### config.mk
export PLATFORM = sky130hd
export DESIGN_NAME = spi_regbus_slave
export DESIGN_NICKNAME = d
export VERILOG_FILES = /design/src/rtl/spi_rb_pkg.sv /design/src/rtl/spi_rb_sync.sv /design/src/rtl/spi_rb_edge.sv /design/src/rtl/spi_rb_core.sv /design/src/rtl/spi_regbus_slave.sv
export SDC_FILE = /design/constraint.sdc
export NUM_CORES = 1
export LEC_CHECK = 0
export CAP_MARGIN = 10
export CORE_AREA = 2 2 88 90
export DETAILED_ROUTE_END_ITERATION = 12
export DIE_AREA = 0 0 90 92
export DONT_BUFFER_PORTS = 1
export PLACE_DENSITY_LB_ADDON = 0.2
export SLEW_MARGIN = 20
export SYNTH_ARGS = -nofsm -noshare
export SYNTH_HDL_FRONTEND = slang
export SYNTH_SLANG_ARGS = --single-unit
### constraint.sdc
create_clock -name clk -period 7 [get_ports clk]
set_input_delay 0.7 -clock clk [delete_from_list [all_inputs] [get_ports clk]]
set_output_delay 0.7 -clock clk [all_outputs]
set_load 0.01 [all_outputs]
### src/rtl/spi_rb_pkg.sv
package spi_rb_pkg;

    localparam int ADDR_W   = 13;
    localparam int DATA_W   = 8;
    localparam int CTRL_HDR = 3;
    localparam int CTRL_W   = CTRL_HDR + ADDR_W;

    typedef enum logic [1:0] {
        PH_CTRL,
        PH_DATA,
        PH_DONE
    } phase_e;

    typedef struct packed {
        logic sample;
        logic shift;
    } sclk_ev_t;

    // Position within a field of the idx-th bit on the wire
    function automatic int bit_sel(int idx, int width, logic msb_first);
        return msb_first ? (width - 1 - idx) : idx;
    endfunction

endpackage

### src/rtl/spi_rb_sync.sv
module spi_rb_sync #(
    parameter int             W       = 3,
    parameter int             STAGES  = 2,
    parameter logic [W-1:0]   RST_VAL = '0
) (
    input  logic         clk,
    input  logic         rst,
    input  logic [W-1:0] d,
    output logic [W-1:0] q
);
    logic [W-1:0] stage [STAGES];

    for (genvar g = 0; g < STAGES; g++) begin : g_stage
        if (g == 0) begin : g_first
            always_ff @(posedge clk) begin
                if (rst) stage[g] <= RST_VAL;
                else     stage[g] <= d;
            end
        end else begin : g_next
            always_ff @(posedge clk) begin
                if (rst) stage[g] <= RST_VAL;
                else     stage[g] <= stage[g-1];
            end
        end
    end

    assign q = stage[STAGES-1];
endmodule

### src/rtl/spi_rb_edge.sv
module spi_rb_edge
    import spi_rb_pkg::*;
(
    input  logic     clk,
    input  logic     rst,
    input  logic     cs_act,
    input  logic     sclk_s,
    input  logic     cpol,
    input  logic     cpha,
    output sclk_ev_t ev
);
    logic sclk_prev;
    logic leading, trailing;

    always_ff @(posedge clk) begin
        if (rst) sclk_prev <= 1'b0;
        else     sclk_prev <= sclk_s;
    end

    assign leading  = cs_act && (sclk_prev == cpol) && (sclk_s != cpol);
    assign trailing = cs_act && (sclk_prev != cpol) && (sclk_s == cpol);

    always_comb begin
        ev.sample = cpha ? trailing : leading;
        ev.shift  = cpha ? leading  : trailing;
    end

    // an SCLK transition is either a sampling or a shifting edge, never both
    p_edge_onehot_r5: assert property (@(posedge clk) disable iff (rst)
        $onehot0({ev.sample, ev.shift}))
        else $error("two edge events in one cycle");
endmodule

### src/rtl/spi_rb_core.sv
module spi_rb_core
    import spi_rb_pkg::*;
#(
    parameter int AW = ADDR_W,
    parameter int DW = DATA_W
) (
    input  logic          clk,
    input  logic          rst,
    input  logic          cs_act,
    input  sclk_ev_t      ev,
    input  logic          mosi_s,
    input  logic          msb_first,
    input  logic [DW-1:0] reg_rdata,
    output logic [AW-1:0] reg_addr,
    output logic [DW-1:0] reg_wdata,
    output logic          reg_wr,
    output logic          reg_rd,
    output logic          miso
);
    localparam int CW    = CTRL_HDR + AW;
    localparam int CNT_W = $clog2(CW);
    localparam int IDX_W = $clog2(DW + 1);

    phase_e           phase;
    logic [CNT_W-1:0] cnt;
    logic             is_read;
    logic             is_burst;
    logic             first_wr;
    logic [AW-1:0]    addr_acc, addr_next;
    logic [DW-1:0]    data_acc, data_next;
    logic [DW-1:0]    tx_byte;
    logic [IDX_W-1:0] tx_idx;
    logic             tx_bit;

    // Assemble the address with the bit being sampled now
    always_comb begin
        addr_next = addr_acc;
        for (int i = 0; i < AW; i++) begin
            if (int'(cnt) >= CTRL_HDR &&
                i == bit_sel(int'(cnt) - CTRL_HDR, AW, msb_first))
                addr_next[i] = mosi_s;
        end
    end

    always_comb begin
        data_next = data_acc;
        for (int i = 0; i < DW; i++) begin
            if (i == bit_sel(int'(cnt), DW, msb_first))
                data_next[i] = mosi_s;
        end
    end

    always_comb begin
        tx_bit = 1'b0;
        for (int i = 0; i < DW; i++) begin
            if (i == bit_sel(int'(tx_idx), DW, msb_first))
                tx_bit = tx_byte[i];
        end
    end

    always_ff @(posedge clk) begin
        if (rst) begin
            reg_addr  <= '0;
            reg_wdata <= '0;
            addr_acc  <= '0;
            data_acc  <= '0;
            tx_byte   <= '0;
            is_read   <= 1'b0;
            is_burst  <= 1'b0;
        end else if (cs_act) begin
            if (ev.sample) begin
                unique case (phase)
                    PH_CTRL: begin
                        if (int'(cnt) == 0) is_read  <= mosi_s;
                        if (int'(cnt) == 1) is_burst <= mosi_s;
                        addr_acc <= addr_next;
                        if (int'(cnt) == CW - 1) reg_addr <= addr_next;
                    end
                    PH_DATA: begin
                        data_acc <= data_next;
                        if (int'(cnt) == DW - 1) begin
                            if (is_read) begin
                                if (is_burst) reg_addr <= reg_addr + AW'(1);
                            end else begin
                                reg_wdata <= data_next;
                                if (!first_wr) reg_addr <= reg_addr + AW'(1);
                            end
                        end
                    end
                    default: ;
                endcase
            end
            if (reg_rd) tx_byte <= reg_rdata;
        end
    end

    always_ff @(posedge clk) begin
        if (rst || !cs_act) begin
            phase    <= PH_CTRL;
            cnt      <= '0;
            first_wr <= 1'b1;
            tx_idx   <= IDX_W'(DW);
            miso     <= 1'b0;
            reg_wr   <= 1'b0;
            reg_rd   <= 1'b0;
        end else begin
            reg_wr <= 1'b0;
            reg_rd <= 1'b0;
            if (ev.shift) begin
                if (int'(tx_idx) < DW) begin
                    miso   <= tx_bit;
                    tx_idx <= tx_idx + 1'b1;
                end else begin
                    miso <= 1'b0;
                end
            end
            if (reg_rd) tx_idx <= '0;
            if (ev.sample) begin
                unique case (phase)
                    PH_CTRL: begin
                        if (int'(cnt) == CW - 1) begin
                            cnt   <= '0;
                            phase <= PH_DATA;
                            if (is_read) reg_rd <= 1'b1;
                        end else begin
                            cnt <= cnt + 1'b1;
                        end
                    end
                    PH_DATA: begin
                        if (int'(cnt) == DW - 1) begin
                            cnt <= '0;
                            if (is_read) begin
                                if (is_burst) reg_rd <= 1'b1;
                                else          phase  <= PH_DONE;
                            end else begin
                                reg_wr   <= 1'b1;
                                first_wr <= 1'b0;
                                if (!is_burst) phase <= PH_DONE;
                            end
                        end else begin
                            cnt <= cnt + 1'b1;
                        end
                    end
                    default: ;
                endcase
            end
        end
    end

    // every write strobe lasts a single clock
    p_wr_single_r6: assert property (@(posedge clk) disable iff (rst)
        reg_wr |=> !reg_wr)
        else $error("write strobe wider than one clock");

    // read and write strobes never coincide
    p_rd_wr_excl_r8: assert property (@(posedge clk) disable iff (rst)
        !(reg_rd && reg_wr))
        else $error("read and write strobes overlap");

    // no strobe follows an inactive chip select
    p_abort_quiet_r11: assert property (@(posedge clk) disable iff (rst)
        !cs_act |=> (!reg_wr && !reg_rd))
        else $error("strobe after chip select release");

    // MISO returns to 0 once chip select is inactive
    p_miso_idle_r2: assert property (@(posedge clk) disable iff (rst)
        !cs_act |=> !miso)
        else $error("MISO not cleared");

    // within the data phase the address moves only at a byte boundary
    p_addr_hold_r7: assert property (@(posedge clk) disable iff (rst)
        (phase == PH_DATA && !ev.sample) |=> $stable(reg_addr))
        else $error("address changed inside a byte");
endmodule

### src/rtl/spi_regbus_slave.sv
module spi_regbus_slave
    import spi_rb_pkg::*;
#(
    parameter int AW          = ADDR_W,
    parameter int DW          = DATA_W,
    parameter int SYNC_STAGES = 2
) (
    input  logic          clk,
    input  logic          rst,
    input  logic          cfg_cpol,
    input  logic          cfg_cpha,
    input  logic          cfg_msb_first,
    input  logic          spi_sclk,
    input  logic          spi_cs_n,
    input  logic          spi_mosi,
    output logic          spi_miso,
    output logic          spi_miso_oe,
    output logic [AW-1:0] reg_addr,
    output logic [DW-1:0] reg_wdata,
    output logic          reg_wr,
    output logic          reg_rd,
    input  logic [DW-1:0] reg_rdata
);
    localparam int LN_SCLK = 0;
    localparam int LN_MOSI = 1;
    localparam int LN_CS   = 2;
    localparam int LANES   = 3;

    logic [LANES-1:0] raw, synced;
    logic             cs_act;
    sclk_ev_t         ev;

    assign raw[LN_SCLK] = spi_sclk;
    assign raw[LN_MOSI] = spi_mosi;
    assign raw[LN_CS]   = spi_cs_n;

    spi_rb_sync #(
        .W       (LANES),
        .STAGES  (SYNC_STAGES),
        .RST_VAL (LANES'(1) << LN_CS)
    ) u_sync (
        .clk (clk),
        .rst (rst),
        .d   (raw),
        .q   (synced)
    );

    assign cs_act      = !synced[LN_CS];
    assign spi_miso_oe = cs_act;

    spi_rb_edge u_edge (
        .clk    (clk),
        .rst    (rst),
        .cs_act (cs_act),
        .sclk_s (synced[LN_SCLK]),
        .cpol   (cfg_cpol),
        .cpha   (cfg_cpha),
        .ev     (ev)
    );

    spi_rb_core #(
        .AW (AW),
        .DW (DW)
    ) u_core (
        .clk       (clk),
        .rst       (rst),
        .cs_act    (cs_act),
        .ev        (ev),
        .mosi_s    (synced[LN_MOSI]),
        .msb_first (cfg_msb_first),
        .reg_rdata (reg_rdata),
        .reg_addr  (reg_addr),
        .reg_wdata (reg_wdata),
        .reg_wr    (reg_wr),
        .reg_rd    (reg_rd),
        .miso      (spi_miso)
    );

    if (SYNC_STAGES == 2) begin : g_oe_chk
        // the enable only rises after chip select was low at the pin
        p_oe_follows_cs_r2: assert property (@(posedge clk) disable iff (rst)
            spi_miso_oe |-> !$past(spi_cs_n, 2))
            else $error("output enable without chip select");
    end
endmodule

# Word-level counts from Yosys, hierarchy flattened
# Memories as Yosys holds them, arrays and structs flattened.
# Cells that the tools add are included.
[totals] ff_bits=67 latchBits=0 mem_bits_rw=6 mem_bits_ro=0 inputBits=16 output_inout_bits=25 elab_cells=177 memories=1
[op_classes] add_sub_neg=7 multipliers=0 div=0 magnitude_cmp=2 n_eq_ne=39 shifts=0 mux=63 n_bitwise=7 reduce_logical=42
[mem_list] name="u_sync.stage" depth=2 word_bits=3 rd=2 rd_clocked_by_memory_dff=0 write_ports=2 line_no="spi_rb_sync.sv:11" rtl="logic [W-1:0] stage [STAGES];"
[op_table] op="== test 4 x 32 -> 1 bit, first input constant" count=12
[op_table] op="== test 3 x 32 -> 1 bit, first input constant" count=6
[op_table] op="== test 5 x 32 -> 1 bit, first input constant" count=5
[op_table] op="== test 2 x 32 -> 1 bit, first input constant" count=3
[op_table] op="zero test 32 bit" count=3
[op_table] op="2-to-1 mux 32 bit" count=3
[op_table] op="2-to-1 mux 13 bit" count=5
[op_table] op="2-to-1 mux 1 bit" count=41
[op_table] op="subtractor 5 x 32 -> 32 bit, first input constant" count=1
[op_table] op="case mux 13 bit (2 select lines)" count=1
[op_table] op="2-to-1 mux 4 bit" count=5
[op_table] op="logical AND 1 bit" count=17
[op_table] op="adder 13 x 1 -> 13 bit, second input constant" count=1
[op_table] op="AND reduction 4 bit" count=3
[op_table] op="AND reduction 5 bit" count=2
[op_table] op="subtractor 3 x 4 -> 5 bit, first input constant" count=2
[op_table] op="adder 4 x 1 -> 4 bit, second input constant" count=2
[op_table] op="case mux 4 bit (2 select lines)" count=1
[op_table] op="AND reduction 2 bit" count=4
[op_table] op="AND reduction 7 bit" count=1
[op_table] op="2-to-1 mux 2 bit" count=3
[op_table] op="2-to-1 mux 3 bit" count=2
[op_table] op="AND reduction 3 bit" count=2
[op_table] op="nonzero test 2 bit" count=3
[op_table] op="other kinds (23)" count=32

# Longest topological paths before layout
# Gate-level depths: netlist of run 1.
[depth] ltp_word=12 ltp_mapped=13 mapped_depth_nobuf=11

# Modules after synthesis
# A second synthesis of run 1 with hierarchy kept.
[unflattened] hier_cells=460 hier_area_um2=3873.7
[by_module_without_submodules] mod="spi_rb_core" instances=1 cells_each=440 area_each_um2=3634.7 seq_area_each_um2=1321.3
[by_module_without_submodules] mod="spi_rb_sync" instances=1 cells_each=12 area_each_um2=157.7 seq_area_each_um2=120.1
[by_module_without_submodules] mod="spi_rb_edge" instances=1 cells_each=7 area_each_um2=77.6 seq_area_each_um2=20.0
[by_module_without_submodules] mod="spi_regbus_slave" instances=1 cells_each=1 area_each_um2=3.8 seq_area_each_um2=0.0

# Worst setup path before layout of run 1
# No wires, ideal clock.
[synth_path] path_type="register to register" from="register u_core.cnt[0]" to="register u_core.addr_acc[12]" setup_ns=0.070 arrival_ns=3.682 t_required_ns=6.930 slack_ns=3.248 path_stages_with_launch=14 path_buffers=2 synth_period_minus_slack_ns=3.752 cell_sequence="dfxtp_1 -> buf_6 -> inv_1 -> ha_1 -> buf_4 -> a31oi_1 -> o31ai_1 -> ha_1 -> or4_4 -> nor4b_4 -> a32oi_4 -> or4_4 -> or4_1 -> a21oi_1"
[synth_between] elab_chain_len=6 word_cells_on_any_way=7 classes_between="add/sub (2); order compare (1); eq/ne (1); mux (2); reduce/logical (1)"
[synth_lines] item="start: declaration" line_no="spi_rb_core.sv:25" rtl="logic [CNT_W-1:0] cnt;"
[synth_lines] item="start signal: assignment" line_no="spi_rb_core.sv:126" rtl="cnt <= cnt + 1'b1;"
[synth_lines] item="start signal: assignment" line_no="spi_rb_core.sv:141" rtl="cnt <= cnt + 1'b1;"
[synth_lines] item="subtractor 4 x 2 -> 5 bit" line_no="spi_rb_core.sv:40" rtl="i == bit_sel(int'(cnt) - CTRL_HDR, AW, msb_first))"
[synth_lines] item="subtractor 5 x 32 -> 32 bit" line_no="spi_rb_pkg.sv:21" rtl="return msb_first ? (width - 1 - idx) : idx;"
[synth_lines] item="2-to-1 mux 32 bit" line_no="spi_rb_pkg.sv:21"
[synth_lines] item="== test 5 x 32 -> 1 bit" line_no="spi_rb_core.sv:40"
[synth_lines] item="logical AND 1 bit *" line_no="spi_rb_core.sv:39" rtl="if (int'(cnt) >= CTRL_HDR &&"
[synth_lines] item="2-to-1 mux 1 bit *" line_no="spi_rb_core.sv:39"
[synth_lines] item="end signal: assignment" line_no="spi_rb_core.sv:76" rtl="addr_acc <= addr_next;"
[synth_lines] item="end: declaration" line_no="spi_rb_core.sv:29" rtl="logic [AW-1:0] addr_acc, addr_next;"
# Mark *: on every way between the ends. The rest lies on a longest branch, timed or not.
# A chain may end at the register's enable or synchronous reset.

# Final worst setup path of run 1
[layout_path] from="register u_core.cnt[3]" to="register u_core.addr_acc[12]"
# Same word-level chain as after synthesis.

==> results.json, run 1 <==
{
  "status": "completed",
  "hold_viol": 0,
  "synth_nets": 541,
  "pre_cts_slack_ps": 2920,
  "grt_max_degree": 51,
  "clkTransAtPathRegs_ps": 80,
  "coreArea_sq_mm": 0.00745,
  "wl_mm": 10.0,
  "ant_nets": 0,
  "holdBufCountCts": 0,
  "ys_types": 58,
  "crit_type": "reg2reg",
  "setup_ws_ps": 2850,
  "critPathCaptureType": "flop",
  "drt_iter0_drc": 235,
  "synth_top_area_share_pct": 34.6,
  "route.met3.wl_microns": 564,
  "syn-instance-count": 511,
  "num_vias": 3710,
  "synth_area_sq_mm": 0.00422,
  "hp-class": "in2reg",
  "clk_latency_ps": 360,
  "cpPeakStageDelay_ps": 770,
  "initial_core_util_pct": 56.7,
  "root_buffer": "clkbuf_8",
  "post_cts_buffers": 0,
  "io_pins": 41,
  "die_y_microns": 92,
  "cp_common_cell": "or4_4",
  "timing.fmax_mhz": 241,
  "grt_pass1_vias": 3471,
  "met2WireLength_mm": 4.85,
  "ir_drop_mv": 0.170,
  "yosys_warnings": 0,
  "p_leak_nw": 1.55,
  "synthArstFlopShare_pct": 0,
  "min_period_over_period_pct": 59.2,
  "antenna_found_initial": 0,
  "drv_slew": 0,
  "syn2layout_area_growth_pct": 5.69,
  "setup_viol": 0,
  "fin_tns_setup_ps": 0,
  "post-route-min-period_ps": 4150,
  "cpMaxStageDelayCell": "dfxtp_1",
  "p_total_w": 0.000888,
  "ys_ff_latch": 73,
  "wl_met1_mm": 4.30,
  "skew_ps": 9.63,
  "path_max_fanout": 17,
  "synth_ff_type": "dfxtp_1",
  "slew_headroom_pct": 36.5,
  "port_buffers": 0,
  "utilization_pct": 59.9,
  "crit_chain": "inv_1 -> a31oi_1 -> o31ai_1 -> ha_1 -> or4_4 -> nor4b_4 -> a32oi_4 -> or4_4 -> or4_1 -> a21oi_1",
  "die_w_microns": 90,
  "hpwlAfterDp_mm": 6.96,
  "grt_pass1_wl_mm": 16.7,
  "synth.avg_cell_area_sq_um": 8.26,
  "cts_made_buffers": 9,
  "first_pass_iters": 7,
  "clock_sinks": 73,
  "die-area_sq_mm": 0.00828,
  "synth_area_leaders": "dfxtp_1 35%, mux2i_1 9.0%, nor2_1 6.5%, a21oi_1 4.4%, ha_1 4.2%",
  "cap_violations": 0,
  "cts_tree": "built",
  "synth_commonest_cells": "73 x dfxtp_1, 73 x nor2_1, 38 x mux2i_1",
  "drc_errors": 0,
  "ctsLongestPathBuffers": 2,
  "place.gp.congestion": 0.869,
  "rows": 32,
  "gr-usage-all-layers_pct": 24.6,
  "pwr_density_cell_mw_per_mm2": 199,
  "start_kind": "flop",
  "synth-seq-area-share_pct": 34.6,
  "drive_gt1_share_pct": 6.88,
  "final_nets": 519,
  "grt_overflow_total": 0,
  "synth_edf_count": 0,
  "arrival_ps": 4440,
  "top_layer_used": "met4",
  "drt-vias-per-instance": 6.22,
  "worst_slew_pin_slew_ps": 945,
  "holdWs_ps": 404,
  "cts_htree_levels": 3,
  "required_ps": 7290,
  "ctsResizeCount": 0,
  "yosysTopAreaCell": "dfxtp_1",
  "rsz0062_at_grt": "false",
  "n_antenna_cell": 0,
  "detail_route.wl_per_cell_microns": 16.8
}
registers in the layout, summed over array words and instances (netlist names):
name              flops
u_core.addr_acc      13
u_core.reg_addr      13
u_core.data_acc       8
u_core.reg_wdata      8
u_core.tx_byte        8
u_sync.stage          6
u_core.cnt            4
u_core.tx_idx         4
u_core.phase          2
u_core.first_wr       1
u_core.is_burst       1
u_core.is_read        1
u_core.miso           1
u_core.reg_rd         1
u_core.reg_wr         1
u_edge.sclk_prev      1
report_power, final:
group / internal (W) / switching [W] / total (W)
clock: 0.000275 / 0.000169 / 0.000444
combinational: 0.0000104 / 0.0000149 / 0.0000253
sequential: 0.000417 / 0.00000200 / 0.000419
total: 0.000702 / 0.000186 / 0.000888
area by class of cell:
| class | instances | area, sq um |
|---|---|---|
| Fill cell | 688 | 2990 |
| Multi-Input combinational cell | 392 | 2550 |
| Sequential cell | 73 | 1460 |
| Clock inverter | 6 | 138 |
| Clock buffer | 10 | 128 |
| Tap cell | 102 | 128 |
| Inverter | 11 | 41.3 |
| Timing Repair Buffer | 2 | 15.0 |
cells by family (layout without fill, tap and decap cells):
family | Yosys count | in the layout | share of synthesized area, %
DFF | 73 | 73 | 34.6
xor gates and xnor gates | 17 | 17 | 3.53
adders and majority gates | 14 | 14 | 4.15
AOI/OAI and AO/OA | 97 | 97 | 15.8
and+or+nand+nor | 224 | 224 | 27.1
muxes | 40 | 40 | 9.55
buffers and inverters | 46 | 29 | 5.28
worst max-delay path: cells and delay by family (launching register included):
family	cells	cell delay (ps)
flops	1	770
fa+ha+maj	1	220
buf+inv	1	370
simple gates	4	1860
compound gates	4	870
per-layer routing:
metal,vias to the layer above,track usage [%]
met5,-,0
li1,1820,-
met4,0,11.8
met3,23,5.18
met1,1740,30.2
met2,127,41.5
cells in the final DEF, fill, tap and decap left out, drive strengths merged, types with 2 or more instances in the layout:
| cell type | count |
|---|---|
| nand3 | 17 |
| mux2i | 38 |
| nand2 | 37 |
| a22oi | 2 |
| a311oi | 6 |
| nor2 | 73 |
| xnor2 | 10 |
| o21a | 2 |
| nand2b | 5 |
| buf | 2 |
| nor2b | 15 |
| inv | 9 |
| nor4b | 3 |
| nor4 | 14 |
| ha | 14 |
| o31ai | 7 |
| clkinv | 4 |
| bufinv | 4 |
| nand4 | 23 |
| mux2 | 2 |
| dfxtp | 73 |
| a211o | 2 |
| nor3 | 15 |
| and3 | 2 |
| a211oi | 3 |
| or4 | 8 |
| a21oi | 37 |
| clkbuf | 10 |
| nor3b | 2 |
| a31oi | 7 |
| xor2 | 7 |
| or2 | 4 |
| o21ai | 14 |
| a21o | 3 |
stage by stage:
step | cell area (sq um) | instances
after global placement | 4190 | 580
after global routing | 4460 | 596
after floorplan | 4220 | 511
final | 4460 | 596
after CTS | 4450 | 596
after detailed placement | 4190 | 580
path summary, 6_finish.rpt:
check | start | to | slack, ps | depth (start not counted)
setup / recovery | u_core.cnt[3] | u_core.addr_acc[12] | 2850 | 10
hold / removal | rst | u_core.addr_acc[12] | 400 | 1
setup reg to reg | u_core.cnt[3] | u_core.addr_acc[12] | 2850 | 10
hold reg to reg | u_sync.stage[0][2] | u_sync.stage[1][2] | 420 | 1
(Power assumes the default switching activity.)
==> inputs of run 2 (changes only) <==
Clock period 7 ns to 3.9 ns, I/O delays scaled along.
==> results.json, run 2 (synthesis results as in run 1) <==
{
  "met2WireLength_mm": 5.12,
  "ctsResizeCount": 0,
  "fin_tns_setup_ps": 0,
  "path_max_fanout": 10,
  "holdWs_ps": 95.0,
  "required_ps": 4120,
  "hp-class": "in2reg",
  "drive_gt1_share_pct": 10.3,
  "cpPeakStageDelay_ps": 540,
  "crit_chain": "inv_1 -> ha_1 -> o2111ai_4 -> o31ai_1 -> ha_1 -> or4_4 -> o31a_2 -> or4_1 -> nor2_1 -> nand4_1 -> mux2i_1",
  "drv_slew": 0,
  "slew_headroom_pct": 33.2,
  "n_antenna_cell": 0,
  "min_period_over_period_pct": 94.3,
  "cpMaxStageDelayCell": "or4_1",
  "num_vias": 3778,
  "initial_core_util_pct": 56.7,
  "crit_start": "u_core.cnt[0]",
  "drc_errors": 0,
  "top_layer_used": "met4",
  "cts_tree": "built",
  "setup_viol": 0,
  "cp_common_cell": "ha_1",
  "layout_commonest_cell": "nor2_1",
  "route.met3.wl_microns": 606,
  "pwr_density_cell_mw_per_mm2": 308,
  "coreArea_sq_mm": 0.00745,
  "die-area_sq_mm": 0.00828,
  "timing.fmax_mhz": 272,
  "critPathCaptureType": "flop",
  "p_leak_nw": 1.58,
  "clkTransAtPathRegs_ps": 80,
  "post-route-min-period_ps": 3680,
  "reg2reg_slack_ps": 220,
  "status": "completed",
  "wl_mm": 10.3,
  "drt-vias-per-instance": 6.20,
  "cts_htree_levels": 3,
  "cap_violations": 0,
  "detail_route.wl_per_cell_microns": 16.8,
  "grt_pass1_wl_mm": 16.7,
  "rows": 32,
  "start_kind": "flop",
  "multi_input_area_sq_mm": 0.00256,
  "syn2layout_area_growth_pct": 6.61,
  "drt_iter0_drc": 191,
  "clk_latency_ps": 350,
  "hpwlAfterDp_mm": 7.22,
  "die_y_microns": 92,
  "final_nets": 532,
  "root_buffer": "clkbuf_8",
  "holdBufCountCts": 0,
  "skew_ps": 12.2,
  "worstReg2RegStart": "u_core.cnt[0]",
  "port_buffers": 0,
  "post_cts_buffers": 0,
  "first_pass_iters": 6,
  "worst_slew_pin_slew_ps": 994,
  "grt_max_degree": 51,
  "clock_sinks": 73,
  "final_cell_mix": "73 x nor2_1, 71 x dfxtp_1, 38 x mux2i_1, 37 x nand2_1, 37 x a21oi_1",
  "ir_drop_mv": 0.209,
  "gr-usage-all-layers_pct": 24.8,
  "rsz0062_at_grt": "false",
  "io_pins": 41,
  "cts_made_buffers": 9,
  "reg_top3": "u_core.addr_acc: 13 flops, u_core.reg_addr: 13 flops",
  "grt_overflow_total": 0,
  "min_path_cells": 1,
  "antenna_found_initial": 0,
  "fillers": 693,
  "ctsLongestPathBuffers": 2,
  "wl_met1_mm": 4.25,
  "die_w_microns": 90,
  "crit_type": "reg2reg",
  "r2r_cells": 11,
  "ant_nets": 0,
  "hold_viol": 0,
  "place.gp.congestion": 0.906,
  "hold_start": "rst",
  "grt_pass1_vias": 3483,
  "arrival_ps": 3890,
  "register_area_sq_mm": 0.00146
}
==> run 2: final timing paths <==
path,to
setup reg to reg,u_core.addr_acc[10]
setup / recovery,u_core.addr_acc[10]
hold / removal,u_sync.stage[0][1]
hold reg to reg,u_sync.stage[1][2]
==> run 2: critical path, delay by kind of cell (launching register included) <==
kind / cells / cell delay [ps]
and+or+nand+nor: 4 / 1440
AOI/OAI and AO/OA: 3 / 850
adders and majority gates: 2 / 560
DFF: 1 / 430
muxes: 1 / 170
buffers and inverters: 1 / 80
==> run 2: per-stage QoR <==
step | cells | total power (W) | setup WS, ps | utilization, % | cell area, sq um
2_1_floorplan | 511 | 0.000815 | 148 | - | 4220
5_1_grt | 609 | 0.00143 | 11.3 | 60.4 | 4500
6_report | 609 | 0.00139 | 222 | 60.4 | 4500
4_1_cts | 609 | 0.00139 | 111 | 60.1 | 4480
3_5_place_dp | 593 | 0.000815 | 125 | 57.5 | 4280
3_3_place_gp | 593 | 0.000814 | 229 | 57.5 | 4280
==> run 2: power breakdown <==
part	switching (W)	internal, W
clock network	0.000295	0.000294
registers	0.00000363	0.000748
logic	0.0000272	0.0000194
total	0.000326	0.00106
==> run 2: area by class of cell <==
cell class | count | area share (%)
Sequential cell | 73 | 32.5
Inverter | 11 | 0.918
Clock buffer | 9 | 2.75
Tap cell | 102 | 2.84
Multi-Input combinational cell | 392 | 56.9
Timing Repair Buffer | 15 | 2.50
Clock inverter | 7 | 1.53
==> run 2: per-layer routing <==
metal  up-vias  global-route usage (%)
met2       136                    44.0
met1      1778                    28.9
met5         -                       0
met3        25                    4.93
met4         0                    11.3
li1       1839                       -
